<file path="config.mk">
export PLATFORM = sky130hd
export DESIGN_NAME = alu8_flags
export DESIGN_NICKNAME = d
export VERILOG_FILES = /design/src/rtl/alu8_pkg.sv /design/src/rtl/alu8_byte_ops.sv /design/src/rtl/alu8_word_ops.sv /design/src/rtl/alu8_flags.sv
export SDC_FILE = /design/constraint.sdc
export NUM_CORES = 1
export LEC_CHECK = 0
export ABC_AREA = 1
export BUFFER_PORTS_ARGS = -buffer_cell sky130_fd_sc_hd__buf_2
export CORE_UTILIZATION = 40
export CTS_BUF_LIST = sky130_fd_sc_hd__clkbuf_2 sky130_fd_sc_hd__clkbuf_4 sky130_fd_sc_hd__clkbuf_8
export DETAILED_ROUTE_END_ITERATION = 7
export PLACE_DENSITY = 0.7
export SYNTH_ARGS = -nofsm -noshare
export SYNTH_HDL_FRONTEND = slang
export SYNTH_SLANG_ARGS = --single-unit
</file>
<file path="constraint.sdc">
create_clock -name clk -period 0.8 [get_ports clk]
set_input_delay 0.08 -clock clk [delete_from_list [all_inputs] [get_ports clk]]
set_output_delay 0.08 -clock clk [all_outputs]
set_load 0.1 [all_outputs]
</file>
<file path="src/rtl/alu8_pkg.sv">
package alu8_pkg;

  localparam int DW = 8;
  localparam int WW = 2 * DW;
  localparam int OPW = 5;
  localparam int KW = 6;
  localparam int PSW = 2;
  localparam int PIW = 5;
  localparam int PAIR_BASE = 24;

  localparam int FB_I = 7;
  localparam int FB_T = 6;
  localparam int FB_H = 5;
  localparam int FB_S = 4;
  localparam int FB_V = 3;
  localparam int FB_N = 2;
  localparam int FB_Z = 1;
  localparam int FB_C = 0;

  typedef enum logic [OPW-1:0] {
    OP_ADD  = 5'd0,
    OP_ADC  = 5'd1,
    OP_SUB  = 5'd2,
    OP_SBC  = 5'd3,
    OP_CMP  = 5'd4,
    OP_CMPC = 5'd5,
    OP_AND  = 5'd6,
    OP_OR   = 5'd7,
    OP_XOR  = 5'd8,
    OP_COM  = 5'd9,
    OP_NEG  = 5'd10,
    OP_INC  = 5'd11,
    OP_DEC  = 5'd12,
    OP_SHR  = 5'd13,
    OP_SAR  = 5'd14,
    OP_RRC  = 5'd15,
    OP_SWAP = 5'd16,
    OP_WADD = 5'd17,
    OP_WSUB = 5'd18
  } alu_op_e;

  // Returns {half, overflow, carry} for r = a + b (+ cin).
  function automatic logic [2:0] add_hvc(input logic [DW-1:0] a,
                                         input logic [DW-1:0] b,
                                         input logic [DW-1:0] r);
    logic [DW-1:0] cv;
    logic [DW-1:0] ov;
    cv = (a & b) | (a & ~r) | (b & ~r);
    ov = (a & b & ~r) | (~a & ~b & r);
    return {cv[3], ov[DW-1], cv[DW-1]};
  endfunction

  // Returns {half, overflow, borrow} for r = a - b (- cin).
  function automatic logic [2:0] sub_hvc(input logic [DW-1:0] a,
                                         input logic [DW-1:0] b,
                                         input logic [DW-1:0] r);
    logic [DW-1:0] bv;
    logic [DW-1:0] ov;
    bv = (~a & b) | (b & r) | (r & ~a);
    ov = (a & ~b & ~r) | (~a & b & r);
    return {bv[3], ov[DW-1], bv[DW-1]};
  endfunction

endpackage

</file>
<file path="src/rtl/alu8_byte_ops.sv">
module alu8_byte_ops
  import alu8_pkg::*;
(
  input  logic [OPW-1:0] op,
  input  logic [DW-1:0]  a,
  input  logic [DW-1:0]  b,
  input  logic [DW-1:0]  sin,
  output logic [DW-1:0]  res,
  output logic           we,
  output logic [DW-1:0]  sout,
  output logic           chain_sub,
  output logic           res_zero
);

  logic [2:0]    hvc;
  logic          cin;
  logic          top_bit;
  logic          nflag;
  logic          vflag;

  assign chain_sub = (op == OP_SBC) || (op == OP_CMPC);
  assign res_zero  = (res == '0);

  always_comb begin
    res     = '0;
    we      = 1'b0;
    sout    = sin;
    hvc     = '0;
    cin     = 1'b0;
    top_bit = 1'b0;
    nflag   = 1'b0;
    vflag   = 1'b0;
    case (op)
      OP_ADD, OP_ADC: begin
        cin  = (op == OP_ADC) ? sin[FB_C] : 1'b0;
        res  = a + b + {{(DW-1){1'b0}}, cin};
        hvc  = add_hvc(a, b, res);
        we   = 1'b1;
        sout[FB_H] = hvc[2];
        sout[FB_V] = hvc[1];
        sout[FB_C] = hvc[0];
        sout[FB_N] = res[DW-1];
        sout[FB_S] = res[DW-1] ^ hvc[1];
        sout[FB_Z] = (res == '0);
      end
      OP_SUB, OP_SBC, OP_CMP, OP_CMPC: begin
        cin  = (op == OP_SBC || op == OP_CMPC) ? sin[FB_C] : 1'b0;
        res  = a - b - {{(DW-1){1'b0}}, cin};
        hvc  = sub_hvc(a, b, res);
        we   = (op == OP_SUB) || (op == OP_SBC);
        sout[FB_H] = hvc[2];
        sout[FB_V] = hvc[1];
        sout[FB_C] = hvc[0];
        sout[FB_N] = res[DW-1];
        sout[FB_S] = res[DW-1] ^ hvc[1];
        sout[FB_Z] = (op == OP_SBC || op == OP_CMPC) ?
                     ((res == '0) && sin[FB_Z]) : (res == '0);
      end
      OP_AND, OP_OR, OP_XOR, OP_COM: begin
        case (op)
          OP_AND:  res = a & b;
          OP_OR:   res = a | b;
          OP_XOR:  res = a ^ b;
          default: res = ~a;
        endcase
        we = 1'b1;
        sout[FB_V] = 1'b0;
        sout[FB_N] = res[DW-1];
        sout[FB_S] = res[DW-1];
        sout[FB_Z] = (res == '0);
        if (op == OP_COM) sout[FB_C] = 1'b1;
      end
      OP_NEG: begin
        res   = '0 - a;
        we    = 1'b1;
        vflag = (res == {1'b1, {(DW-1){1'b0}}});
        sout[FB_C] = (res != '0);
        sout[FB_Z] = (res == '0);
        sout[FB_V] = vflag;
        sout[FB_N] = res[DW-1];
        sout[FB_S] = res[DW-1] ^ vflag;
        sout[FB_H] = res[3] | a[3];
      end
      OP_INC, OP_DEC: begin
        res   = (op == OP_INC) ? a + 1'b1 : a - 1'b1;
        we    = 1'b1;
        vflag = (op == OP_INC) ? (res == {1'b1, {(DW-1){1'b0}}})
                               : (res == {1'b0, {(DW-1){1'b1}}});
        sout[FB_V] = vflag;
        sout[FB_N] = res[DW-1];
        sout[FB_S] = res[DW-1] ^ vflag;
        sout[FB_Z] = (res == '0);
      end
      OP_SHR, OP_SAR, OP_RRC: begin
        case (op)
          OP_SHR:  top_bit = 1'b0;
          OP_SAR:  top_bit = a[DW-1];
          default: top_bit = sin[FB_C];
        endcase
        res   = {top_bit, a[DW-1:1]};
        we    = 1'b1;
        nflag = res[DW-1];
        vflag = nflag ^ a[0];
        sout[FB_C] = a[0];
        sout[FB_N] = nflag;
        sout[FB_V] = vflag;
        sout[FB_S] = nflag ^ vflag;
        sout[FB_Z] = (res == '0);
      end
      OP_SWAP: begin
        res = {a[DW/2-1:0], a[DW-1:DW/2]};
        we  = 1'b1;
      end
      default: begin
        res = '0;
        we  = 1'b0;
      end
    endcase
  end

endmodule

</file>
<file path="src/rtl/alu8_word_ops.sv">
module alu8_word_ops
  import alu8_pkg::*;
(
  input  logic           is_sub,
  input  logic [DW-1:0]  lo,
  input  logic [DW-1:0]  hi,
  input  logic [KW-1:0]  k,
  input  logic [DW-1:0]  sin,
  output logic [WW-1:0]  wres,
  output logic [DW-1:0]  sout
);

  logic [WW-1:0] w_old;
  logic [WW-1:0] k_ext;
  logic          msb_old;
  logic          msb_new;
  logic          cflag;
  logic          vflag;

  assign w_old   = {hi, lo};
  assign k_ext   = {{(WW-KW){1'b0}}, k};
  assign wres    = is_sub ? (w_old - k_ext) : (w_old + k_ext);
  assign msb_old = w_old[WW-1];
  assign msb_new = wres[WW-1];
  assign cflag   = is_sub ? (msb_new & ~msb_old) : (~msb_new & msb_old);
  assign vflag   = is_sub ? (~msb_new & msb_old) : (msb_new & ~msb_old);

  always_comb begin
    sout       = sin;
    sout[FB_C] = cflag;
    sout[FB_V] = vflag;
    sout[FB_N] = msb_new;
    sout[FB_S] = msb_new ^ vflag;
    sout[FB_Z] = (wres == '0);
  end

endmodule

</file>
<file path="src/rtl/alu8_flags.sv">
module alu8_flags
  import alu8_pkg::*;
(
  input  logic             clk,
  input  logic             rst_n,
  input  logic [OPW-1:0]   op_code,
  input  logic [DW-1:0]    opd_a,
  input  logic [DW-1:0]    opd_b,
  input  logic [KW-1:0]    imm6,
  input  logic [PSW-1:0]   pair_sel,
  input  logic [DW-1:0]    status_in,
  output logic [DW-1:0]    result_lo,
  output logic [DW-1:0]    result_hi,
  output logic             write_en,
  output logic [PIW-1:0]   pair_index,
  output logic [DW-1:0]    status_out
);

  logic [DW-1:0]  b_res;
  logic           b_we;
  logic [DW-1:0]  b_status;
  logic           chain_sub;
  logic           res_zero;
  logic [WW-1:0]  w_res;
  logic [DW-1:0]  w_status;
  logic           is_word;

  logic [DW-1:0]  nxt_lo;
  logic [DW-1:0]  nxt_hi;
  logic           nxt_we;
  logic [DW-1:0]  nxt_status;
  logic [PIW-1:0] nxt_pair;

  alu8_byte_ops u_byte (
    .op        (op_code),
    .a         (opd_a),
    .b         (opd_b),
    .sin       (status_in),
    .res       (b_res),
    .we        (b_we),
    .sout      (b_status),
    .chain_sub (chain_sub),
    .res_zero  (res_zero)
  );

  alu8_word_ops u_word (
    .is_sub (op_code == OP_WSUB),
    .lo     (opd_a),
    .hi     (opd_b),
    .k      (imm6),
    .sin    (status_in),
    .wres   (w_res),
    .sout   (w_status)
  );

  assign is_word    = (op_code == OP_WADD) || (op_code == OP_WSUB);
  assign nxt_lo     = is_word ? w_res[DW-1:0] : b_res;
  assign nxt_hi     = is_word ? w_res[WW-1:DW] : '0;
  assign nxt_we     = is_word | b_we;
  assign nxt_status = is_word ? w_status : b_status;
  assign nxt_pair   = PIW'(PAIR_BASE) + {{(PIW-PSW-1){1'b0}}, pair_sel, 1'b0};

  always_ff @(posedge clk or negedge rst_n) begin
    if (!rst_n) begin
      result_lo  <= '0;
      result_hi  <= '0;
      write_en   <= 1'b0;
      pair_index <= '0;
      status_out <= '0;
    end else begin
      result_lo  <= nxt_lo;
      result_hi  <= nxt_hi;
      write_en   <= nxt_we;
      pair_index <= nxt_pair;
      status_out <= nxt_status;
    end
  end

endmodule

</file>
# ---- Word level (Yosys, flattened, before mapping)
# Cells that the tools add are included.
dict set report op_classes {
  addsub 10
  eq_ne 21
  mux 21
  bitwise 37
  reduce_logical 19
}
# op n
set ops {}
lappend ops {{8-bit bitwise AND} 12}
lappend ops {{8-bit bitwise OR} 7}
lappend ops {{8-bit one-hot mux with 7 select lines} 1}
lappend ops {{8-bit logical NOT} 6}
lappend ops {{5-bit by 4-bit == test with 1-bit output, second input constant} 8}
lappend ops {{8-bit 2-to-1 mux} 4}
lappend ops {{8-bit inverter} 4}
lappend ops {{4-bit one-hot mux with 6 select lines} 1}
lappend ops {{8-bit one-hot mux with 3 select lines} 1}
lappend ops {{5-bit by 3-bit == test with 1-bit output, second input constant} 4}
lappend ops {{16-bit by 6-bit adder with 16-bit output} 1}
lappend ops {{8-bit == test, second input constant} 2}
lappend ops {{16-bit logical NOT} 1}
lappend ops {{16-bit 2-to-1 mux} 1}
lappend ops {{16-bit by 6-bit subtractor with 16-bit output} 1}
lappend ops {{5-bit == test, second input constant} 3}
lappend ops {{13-bit OR reduction} 1}
lappend ops {{5-bit by 2-bit == test with 1-bit output, second input constant} 2}
lappend ops {{8-bit by 1-bit adder with 8-bit output} 1}
lappend ops {{8-bit by 1-bit adder with 8-bit output, second input constant} 1}
lappend ops {{8-bit adder} 1}
lappend ops {{8-bit by 7-bit == test with 1-bit output, second input constant} 1}
lappend ops {{1-bit 2-to-1 mux} 8}
lappend ops {{8-bit nonzero test} 1}
lappend ops {{other kinds (21)} 35}
dict set report word_totals {
  register_bits 30
  output_inout_bits 30
  word_cells 113
}

# ---- Depth between registers and ports, before layout
# Gate-level depths: netlist of the first run.
dict set report depth {
  ltp_word 10
  ltp_mapped 21
  mapped_depth_nobuf 21
}

# ---- By module
# From an unflattened synthesis of the first run, not the netlist that was laid out.
dict set report unflattened {
  cells_unflattened 975
  area_unflattened_um2 5784.3
}
# mod instances cells_each area_each_um2 seq_area_each_um2
set by_module_without_submodules {}
lappend by_module_without_submodules {alu8_byte_ops 1 594 3205.6 0.0}
lappend by_module_without_submodules {alu8_word_ops 1 266 1428.9 0.0}
lappend by_module_without_submodules {alu8_flags 1 115 1149.9 700.7}

# ---- Worst setup path after synthesis of the first run
# OpenSTA, ideal clock, no wires.
dict set report synth_path {
  kind {input -> register}
  startpoint {in opd_a[2]}
  endpoint {reg status_out[4]}
  setup_time_ps 116
  arrival_ps 2616
  required_time_ps 684
  path_slack_ps -1932
  cell_stages 20
  path_cell_list {clkbuf_1 -> inv_1 -> ha_1 -> buf_2 -> nand3_1 -> nand2_1 -> a21oi_1 -> o21ai_0 -> a21o_1 -> a21oi_1 -> fa_1 -> inv_1 -> nor2_1 -> inv_1 -> a21oi_1 -> nand4_1 -> nor2_1 -> nand2_1 -> nand2_1 -> nand2_1}
}
dict set report synth_via {
  elab_chain_cells 8
  elab_cells_between_ends 34
}
# element line_no
set synth_lines {}
lappend synth_lines {{start, declared} alu8_flags.sv:7} ;# input logic [DW-1:0] opd_a,
lappend synth_lines {{8-bit subtractor / 8-bit adder (equally long branches)} {alu8_byte_ops.sv:48, alu8_byte_ops.sv:36}}
lappend synth_lines {{8-bit by 1-bit subtractor with 8-bit output / 8-bit by 1-bit adder with 8-bit output (equally long branches)} {alu8_byte_ops.sv:48, alu8_byte_ops.sv:36}}
lappend synth_lines {{8-bit inverter (on tied branches)} {alu8_pkg.sv:60, alu8_pkg.sv:49}}
lappend synth_lines {{8-bit bitwise AND (on tied branches)} {alu8_pkg.sv:60, alu8_pkg.sv:49}}
lappend synth_lines {{8-bit bitwise OR (on tied branches)} {alu8_pkg.sv:60, alu8_pkg.sv:49}}
lappend synth_lines {{1-bit bitwise XOR (on tied branches)} {alu8_byte_ops.sv:55, alu8_byte_ops.sv:43}}
lappend synth_lines {{4-bit one-hot mux with 6 select lines} alu8_byte_ops.sv:33} ;# case (op)
lappend synth_lines {{6-bit 2-to-1 mux (*)} alu8_flags.sv:60} ;# assign nxt_status = is_word ? w_status : b_status;
lappend synth_lines {{named net nxt_status[4]} alu8_flags.sv:31} ;# logic [DW-1:0] nxt_status;
lappend synth_lines {{end signal, assigned} alu8_flags.sv:75} ;# status_out <= nxt_status;
lappend synth_lines {{end, declared} alu8_flags.sv:16} ;# output logic [DW-1:0] status_out
# The timed path passes the listed nets; every way through them passes the cells marked *.

# ---- Worst setup path in the final report of the first run
dict set report layout_path {
  startpoint {in op_code[1]}
  endpoint {reg status_out[1]}
}
dict set report layout_via {
  elab_chain_cells 9
  elab_cells_between_ends 45
}
# element line_no
set layout_lines {}
lappend layout_lines {{start, declared} alu8_flags.sv:6} ;# input logic [OPW-1:0] op_code,
lappend layout_lines {{5-bit by 2-bit == test with 1-bit output / 5-bit by 3-bit == test with 1-bit output (equally long branches)} -}
lappend layout_lines {{1-bit logical OR} {alu8_byte_ops.sv:47, alu8_byte_ops.sv:56}}
lappend layout_lines {{1-bit 2-to-1 mux} alu8_byte_ops.sv:47} ;# cin = (op == OP_SBC || op == OP_CMPC) ? sin[FB_C] : 1'b0;
lappend layout_lines {{8-bit by 1-bit subtractor with 8-bit output} alu8_byte_ops.sv:48} ;# res = a - b - {{(DW-1){1'b0}}, cin};
lappend layout_lines {{8-bit logical NOT} alu8_byte_ops.sv:57} ;# ((res == '0) && sin[FB_Z]) : (res == '0);
lappend layout_lines {{1-bit logical AND} alu8_byte_ops.sv:57}
lappend layout_lines {{1-bit 2-to-1 mux} alu8_byte_ops.sv:56} ;# sout[FB_Z] = (op == OP_SBC || op == OP_CMPC) ?
lappend layout_lines {{4-bit one-hot mux with 6 select lines} alu8_byte_ops.sv:33}
lappend layout_lines {{6-bit 2-to-1 mux (*)} alu8_flags.sv:60}
lappend layout_lines {{named net nxt_status[1]} alu8_flags.sv:31}
# The timed path passes the listed nets; every way through them passes the cells marked *. The select of a mux whose other input is x is not followed.

==> results of run 1 <==
-- placed cells by master, fill, tap and decap left out, types with 9 or more instances in the layout --
cell | netlist | layout
o21ai_0 | 29 | 16
nand2_2 | 5 | 27
ha_1 | 57 | 50
inv_1 | 96 | 84
dfrtp_2 | 0 | 26
nand4_1 | 21 | 21
buf_4 | 2 | 217
buf_12 | 0 | 30
inv_2 | 8 | 18
o22ai_1 | 14 | 13
a21oi_2 | 1 | 20
buf_2 | 3 | 33
a21oi_1 | 44 | 21
xor2_1 | 13 | 9
buf_6 | 1 | 20
nor2_2 | 2 | 9
nor2_1 | 77 | 64
nand2_1 | 203 | 167
nor2_4 | 5 | 11
nand2_4 | 2 | 13
o21ai_1 | 4 | 9
nand3_1 | 56 | 45
-- logic make-up after synthesis --
family | share of synthesized area
xor+xnor | 0.0467
simple gates | 0.381
buf+inv | 0.0990
flops | 0.149
compound gates | 0.136
fa+ha+maj | 0.186
other cells | 0.00160
-- state kept, by name (all words and copies together), names as in the netlist --
signal	cells
result_hi	8
result_lo	8
status_out	8
pair_index	3
write_en	1
-- per-layer routing --
metal  vias up  GRT usage  part of all wire
met4         0      0.144             0.048
met1      2978      0.414              0.38
met3        96     0.0641             0.094
met2       371      0.530              0.48
li1       3063          -                 -
met5         -          0                 0
-- power by group through the flow --
stage | sequential (mW) | clock, mW | combinational (mW)
after detailed placement | 1.72 | 0 | 5.78
after global placement | 1.71 | 0 | 5.72
after CTS | 1.69 | 1.13 | 6.25
final | 1.69 | 1.14 | 6.93
after floorplan | 2.64 | 0 | 2.12
after global routing | 1.71 | 1.20 | 7.35
-- final cells by class --
class	count	area, sq um
multi-input combinational	604	4320
timing repair buffer	308	2720
inverter	107	427
sequential	28	737
clock inverter	1	30.0
clock buffer	3	41.3
tap	143	179
fill	833	2970
-- path summary, 6_finish.rpt --
| check | startpoint | endpoint |
|---|---|---|
| worst max-delay path | op_code[1] | status_out[1] |
| worst min-delay path | status_in[5] | status_out[5] |
| max in group asynchronous | rst_n | pair_index[1] |
| min in group asynchronous | rst_n | status_out[2] |
-- repair_timing --
action | CTS | global route
gates resized for setup | 93 | 91
pin swaps | 53 | 68
hold buffers | 5 | 0
gates cloned | 0 | 0
setup endpoints to repair | 52 | 52
endpoints found under the hold margin | 32 | 0
setup buffers | 22 | 11
-- per-stage QoR --
stage                     TNS (ps)  worst slack (ps)  total power [mW]  hold WS (ps)
final                       -37600             -1810              9.76           128
after global routing        -40380             -1920              10.3           126
after CTS                   -35520             -1630              9.07           105
after detailed placement    -40570             -2140              7.50          47.7
after global placement      -39180             -2040              7.43          34.7
after floorplan             -28110             -1800              4.76          -216
==> impl_metrics.yaml, run 1 <==
power_and_ir_drop:
  ir_drop_v: 0.00149
  cellPowerDensity_mw_per_mm2: 1150
  swShare: 0.459
  p_comb_frac: 0.710
  p_clk_frac: 0.117
  pwr-share-seq: 0.174
  p_int_mw: 5.28
  p_leak_nw: 4.34
  p_switching_mw: 4.48
setup_path:
  crit_type: "input port to flip-flop"
  cp_top_family: "simple AND/OR/NAND/NOR gates"
  crit_fanout: 3
  worst-path-stages: 19
  crit_required_ps: 1020
  slowest_delay_ps: 550
  arrival_ps: 2820
  critPathBufInv: 2
  cpMaxStageDelayCell: "fa_1"
  setup.worst_path.start_class: "input port"
  cp-end-kind: "flip-flop"
  crit_chain: "buf_8 -> nor2_4 -> nand2_4 -> nor3_4 -> fa_2 -> nand3_2 -> nand2_2 -> a21oi_2 -> o21ai_2 -> a21o_1 -> a21oi_2 -> fa_1 -> buf_6 -> nand4_1 -> nor4_2 -> nand3_1 -> nand3_1 -> nand2_1 -> nand2_1"
synthesis:
  synth_nets: 854
  synth-seq-cells: 28
  syn_avg_cell_area_sq_um: 6.25
  ys_types: 46
  synthFlopType: "dfrtp_1"
  netlist_top_cells_count: "203 x nand2_1, 96 x inv_1, 77 x nor2_1"
  synth_cells: 750
  synthTopCellsByArea: "nand2_1 16%, ha_1 15%, dfrtp_1 15%"
  synth.most_common_cell: "nand2_1"
  yosysTopAreaCellShare: 0.163
  synth_warnings: 0
  ys_async_sr_fraction: 1.00
  synth_edf_count: 0
  syn-cell-area_sq_mm: 0.00469
  yosysTopAreaCell: "nand2_1"
  ys_seq_area_frac: 0.149
cts:
  htreeDepth: 1
  cts_tree: "yes"
  cts_root_buf: "clkbuf_8"
  clock-sinks: 28
  cts_max_path_buffers: 2
  clk_pin_slew_ps: 100
  cts_made_buffers: 3
run:
  drv_cap: 0
final_layout:
  fin_area_sq_mm: 0.00845
  layout.nets: 1156
  drive_gt1_frac: 0.484
  syn2layout_area_growth_pct: 80.2
  finalNonFillerCells: 1194
  diodes: 0
  fin_util: 0.740
floorplanning:
  die_w_microns: 110
  dieArea_sq_mm: 0.0122
  core_sq_mm: 0.0114
  rows: 39
  start_util: 0.411
  ios: 69
  die_h_microns: 110
detailed_routing:
  drtPass1Iterations: 7
  via_per_inst: 5.45
  wl_per_cell_microns: 17.6
  drtIter0Drc: 643
  drc: 0
  ant_nets: 0
  vias: 6508
  drt_wl_total_mm: 21.0
timing:
  fmax_mhz: 384
  hold_viol: 0
  setup-violations-final: 52
  fin_ws_ps: -1810
  rsz0062_at_grt: "yes"
  timing.final.crit_share: 3.26
  maxSlewViolCount: 0
  period_minus_slack_ps: 2610
grt:
  grt_pass1_vias: 6080
  antenna_found_initial: 0
  grt_first_pass_wirelength_mm: 30.0
  grt_max_degree: 29
  grt_overflow: 0
  grt_use_total: 0.325
placement:
  gp_congestion: 0.963
  place_inst: 1161
  dp_hpwl_mm: 15.5
  port_buffers: 67
  dpl_cell_area_sq_mm: 0.00738
hold_path:
  hold_depth: 3
  hold_class: "input port to flip-flop"
run_status:
  outcome: "finished, violations left"
  violations: "setup timing"
Note: power is estimated with default switching activity, not from simulation.
==> inputs of run 2 (changes only) <==
--- a/config.mk
+++ b/config.mk
@@ -11,6 +11,7 @@
 export CTS_BUF_LIST = sky130_fd_sc_hd__clkbuf_2 sky130_fd_sc_hd__clkbuf_4 sky130_fd_sc_hd__clkbuf_8
 export DETAILED_ROUTE_END_ITERATION = 7
 export PLACE_DENSITY = 0.7
+export SETUP_SLACK_MARGIN = 0.3
 export SYNTH_ARGS = -nofsm -noshare
 export SYNTH_HDL_FRONTEND = slang
 export SYNTH_SLANG_ARGS = --single-unit
==> run 2 against run 1 <==
  * The flow finishes with violations (hold timing, setup timing)
  * Global-route usage up 1.6 points
  * Die area stayed put
  * Critical path type unchanged
  * Cell area increased by 4.1%
==> impl_metrics.yaml, run 2 (synthesized netlist as in run 1, its figures left out) <==
cts:
  clock-sinks: 28
  cts_tree: "yes"
  htreeDepth: 1
  cts_hold_buffers: 1
  cts_root_buf: "clkbuf_8"
  cts_made_buffers: 3
  clk_pin_slew_ps: 100
  cts_max_path_buffers: 2
floorplanning:
  core_sq_mm: 0.0114
  die_h_microns: 110
  die_w_microns: 110
  start_util: 0.411
  ios: 69
  dieArea_sq_mm: 0.0122
  rows: 39
timing:
  timing.final.crit_share: 3.53
  maxSlewViolCount: 0
  hold_slack_ps: -104
  fmax_mhz: 354
  setup-violations-final: 52
  period_minus_slack_ps: 2820
  hold_viol: 4
  fin_ws_ps: -2020
  rsz0062_at_grt: "yes"
  setup_tns_ps: -43170
setup_path:
  arrival_ps: 3000
  crit_required_ps: 970
  setup.worst_path.start_class: "input port"
  crit_type: "input port to flip-flop"
  cp-end-kind: "flip-flop"
  crit_fanout: 3
detailed_routing:
  drtPass1Iterations: 6
  wl_per_cell_microns: 19.5
  ant_nets: 0
  via_per_inst: 5.69
  drtIter0Drc: 760
  vias: 6910
  drc: 0
  drt_wl_total_mm: 23.7
final_layout:
  top_regs: "result_hi: 8 flops, result_lo: 8 flops, status_out: 8 flops"
  syn2layout_area_growth_pct: 87.5
  drive_gt1_frac: 0.500
  layout.nets: 1177
  fin_util: 0.770
  nFillCells: 767
  diodes: 0
  layout_common_cells: "229 x buf_4, 175 x nand2_1, 84 x inv_1"
  final_common_cell: "buf_4"
hold_path:
  hold_class: "input port to flip-flop"
  hold_depth: 1
  worst_hold_startpoint: "pair_sel[1]"
  holdPathEnd: "pair_index[2]"
power_and_ir_drop:
  cellPowerDensity_mw_per_mm2: 1170
  p_comb_frac: 0.718
  p_int_mw: 5.57
  p_switching_mw: 4.71
  swShare: 0.458
  ir_drop_v: 0.00160
  p_clk_frac: 0.111
  p_leak_nw: 4.48
  pwr-share-seq: 0.171
run_status:
  violations: "hold timing, setup timing"
  outcome: "finished, violations left"
grt:
  grt_overflow: 0
  grt_use_total: 0.340
  grt_first_pass_wirelength_mm: 31.3
  grt_pass1_vias: 6309
  antenna_found_initial: 1
  grt_max_degree: 17
placement:
  dp_hpwl_mm: 15.9
  gp_congestion: 1.03
  port_buffers: 67
run:
  drv_cap: 0
[run 2: cell types whose count changed in the layout (fill, tap and decap cells not counted), moves of 7 or more]
cell,before,now
dfrtp_2,26,0
dfrtp_4,1,28
ha_4,5,12
buf_4,217,229
nand2_1,167,175
buf_6,20,32
[run 2: power groups by stage]
stage,Clock [mW],Combinational [mW],Sequential (mW)
after floorplan,0,2.12,2.72
after global placement,0,5.71,1.78
after detailed placement,0,5.79,1.79
after CTS,1.15,6.50,1.76
after global routing,1.21,7.71,1.77
final,1.14,7.38,1.76
[run 2: worst max path at each step]
stage / from / endpoint / slack, ps
final: op_code[1] / status_out[3] / -2020
after CTS: op_code[0] / status_out[4] / -1730
after detailed placement: op_code[0] / status_out[4] / -2150
after floorplan: op_code[4] / status_out[4] / -1800
after global placement: op_code[0] / status_out[4] / -2070
after global routing: op_code[1] / status_out[3] / -2180
[run 2: routing by layer]
metal	up-vias	track usage	part of all wire
met1	3196	0.436	0.37
met2	457	0.580	0.47
met3	152	0.0364	0.092
met5	-	0	0.00063
met4	2	0.142	0.063
li1	3103	-	-
[run 2: final cells by class]
cell class              count  area (sq um)  area share
well taps                 143           179      0.0204
flip-flops and latches     28           806      0.0916
clock inverters             1          30.0     0.00342
multi-input cells         604          4390       0.499
clock buffers               3          41.3     0.00470
repair buffers            329          2920       0.332
inverters                 107           429      0.0488
[run 2: worst max-delay path, stage by stage]
cell     delay (ps)
buf_8           100
nor2_4          120
nand2_4          70
nor3_4          280
fa_2            290
nand3_2         100
nand2_2         100
a21oi_2          60
o21ai_2         180
a21o_1          160
a21oi_2          80
fa_2            630
inv_2            60
nor2_2          100
inv_2            60
o21ai_2          50
o22ai_1          90
nor2_1          160
nand3_1         100
nand2_1          80
nand2_1          70
[run 2: repair_timing]
| action | 4_1_cts | 5_1_grt |
|---|---|---|
| endpoints found under the hold margin | 32 | 4 |
| buffers inserted | 31 | 11 |
| setup endpoints to repair | 52 | 77 |
| pin swaps | 75 | 74 |
| gates resized for setup | 109 | 88 |
[run 2: metrics by stage]
| step | area, sq um | std cells | setup slack [ps] | power, mW |
|---|---|---|---|---|
| floorplan | 4990 | 750 | -1800 | 4.84 |
| global placement | 7500 | 1168 | -2070 | 7.49 |
| detailed placement | 7500 | 1168 | -2150 | 7.58 |
| CTS | 8280 | 1204 | -1730 | 9.41 |
| global route | 8790 | 1215 | -2180 | 10.7 |
| finish | 8790 | 1215 | -2020 | 10.3 |
==> inputs of run 3 (changes only) <==
--- a/config.mk
+++ b/config.mk
@@ -12,6 +12,8 @@
 export DETAILED_ROUTE_END_ITERATION = 7
 export PLACE_DENSITY = 0.7
 export SETUP_SLACK_MARGIN = 0.3
+export SLEW_MARGIN = 25
 export SYNTH_ARGS = -nofsm -noshare
 export SYNTH_HDL_FRONTEND = slang
 export SYNTH_SLANG_ARGS = --single-unit
+export TNS_END_PERCENT = 1
==> run 3 against run 2 <==
  * Flip-flop and latch count did not move
  * Critical path type unchanged
  * Sequential share of layout area about the same
  * Via count is 9.7% lower
  * Global-route usage decreased by 3.1 points
  * The flow still finishes with violations (hold timing, setup timing)
  * Wire length is 22% lower
==> impl_metrics.yaml, run 3 (synthesized netlist as in run 1, its figures left out) <==
run_status:
  outcome: "finished, violations left"
  violations: "hold timing, setup timing"
final_layout:
  final_common_cell: "buf_4"
  drive_gt1_frac: 0.375
  finalNonFillerCells: 1187
  layout.nets: 1150
  top_regs: "result_hi: 8 flops, result_lo: 8 flops, status_out: 8 flops"
  fin_util: 0.671
  syn2layout_area_growth_pct: 63.4
  diodes: 0
  layout_common_cells: "232 x buf_4, 195 x nand2_1, 91 x inv_1"
cts:
  clock-sinks: 28
  clk_pin_slew_ps: 90
  cts_max_path_buffers: 2
  cts_tree: "yes"
  htreeDepth: 1
  cts_made_buffers: 3
  cts_root_buf: "clkbuf_8"
  cts_hold_buffers: 1
setup_path:
  crit_required_ps: 970
  crit_fanout: 4
  crit_type: "input port to flip-flop"
  cp-end-kind: "flip-flop"
  arrival_ps: 2680
  setup.worst_path.start_class: "input port"
timing:
  setup-violations-final: 52
  hold_slack_ps: -91.7
  fin_ws_ps: -1710
  timing.final.crit_share: 3.14
  fmax_mhz: 398
  period_minus_slack_ps: 2510
  maxSlewViolCount: 0
  hold_viol: 4
  rsz0062_at_grt: "yes"
detailed_routing:
  drtPass1Iterations: 5
  drtIter0Drc: 478
  vias: 6237
  drt_wl_total_mm: 18.6
  wl_per_cell_microns: 15.6
  via_per_inst: 5.25
  ant_nets: 0
  drc: 0
floorplanning:
  die_h_microns: 110
  die_w_microns: 110
  start_util: 0.411
  core_sq_mm: 0.0114
  dieArea_sq_mm: 0.0122
  rows: 39
  ios: 69
placement:
  place_inst: 1169
  port_buffers: 67
  gp_congestion: 1.02
  dp_hpwl_mm: 15.4
grt:
  grt_first_pass_wirelength_mm: 28.6
  grt_pass1_vias: 5901
  grt_overflow: 0
  antenna_found_initial: 0
  grt_use_total: 0.309
  grt_max_degree: 29
hold_path:
  holdPathEnd: "status_out[6]"
  hold_depth: 1
  worst_hold_startpoint: "status_in[6]"
  hold_class: "input port to flip-flop"
power_and_ir_drop:
  cellPowerDensity_mw_per_mm2: 1130
  finalPower_mw: 8.64
  ir_drop_v: 0.00159
  p_leak_nw: 4.21
run:
  drv_cap: 0
run 3: where the power goes:
group | total (mW) | switching [mW] | internal, mW
registers | 1.67 | 0.121 | 1.55
clock network | 0.753 | 0.415 | 0.338
logic | 6.22 | 3.47 | 2.74
run 3: worst max-delay path by stage:
stage | cells past startpoint | start | endpoint
after floorplan | 21 | op_code[4] | status_out[4]
after global placement | 22 | op_code[0] | status_out[4]
after detailed placement | 22 | op_code[0] | status_out[4]
after CTS | 22 | op_code[0] | status_out[3]
after global routing | 21 | op_code[1] | status_out[4]
final | 21 | op_code[1] | status_out[3]
run 3: area by class of cell:
type / count / area, sq um
Sequential cell: 28 / 702
Tap cell: 143 / 179
Inverter: 107 / 414
Clock buffer: 3 / 41.3
Timing Repair Buffer: 302 / 2580
Multi-Input combinational cell: 604 / 3740
Fill cell: 976 / 3760
run 3: layer usage:
layer / global-route usage / wire (microns)
met1: 0.410 / 7980
met2: 0.511 / 8360
met3: 0.0265 / 1320
met4: 0.133 / 898
met5: 0 / 0
run 3: repair_timing:
action                     in CTS  in global routing
buffers inserted               13                  1
hold endpoints to repair       32                  4
pin swaps                      23                 14
resized for setup              40                 23
setup endpoints to repair      52                 52
run 3: critical path, cell delays in order:
cell     delay, ps
buf_8          100
nor2_4         130
nand2_4         70
nor3_4         250
fa_2           280
nand3_2         70
nand2_2         80
a21oi_2         60
o21ai_2        130
a21o_1         140
a21oi_2         70
fa_2           590
inv_2           60
nor2_2          80
inv_2           50
o21ai_1         70
o22ai_1        100
nor2_1         100
nand3_1         70
nand2_1         60
nand2_1         40
run 3: per-stage QoR:
stage                     hold WS, ps  setup WS, ps  setup TNS (ps)  cell area (sq um)
after global routing             -104         -1910          -40790               7660
final                           -91.7         -1710          -37050               7660
after detailed placement         39.1         -2140          -41420               7270
after CTS                       -98.1         -1700          -36670               7570
after floorplan                  -216         -1800          -34630               4730
after global placement           35.0         -2060          -40010               7270
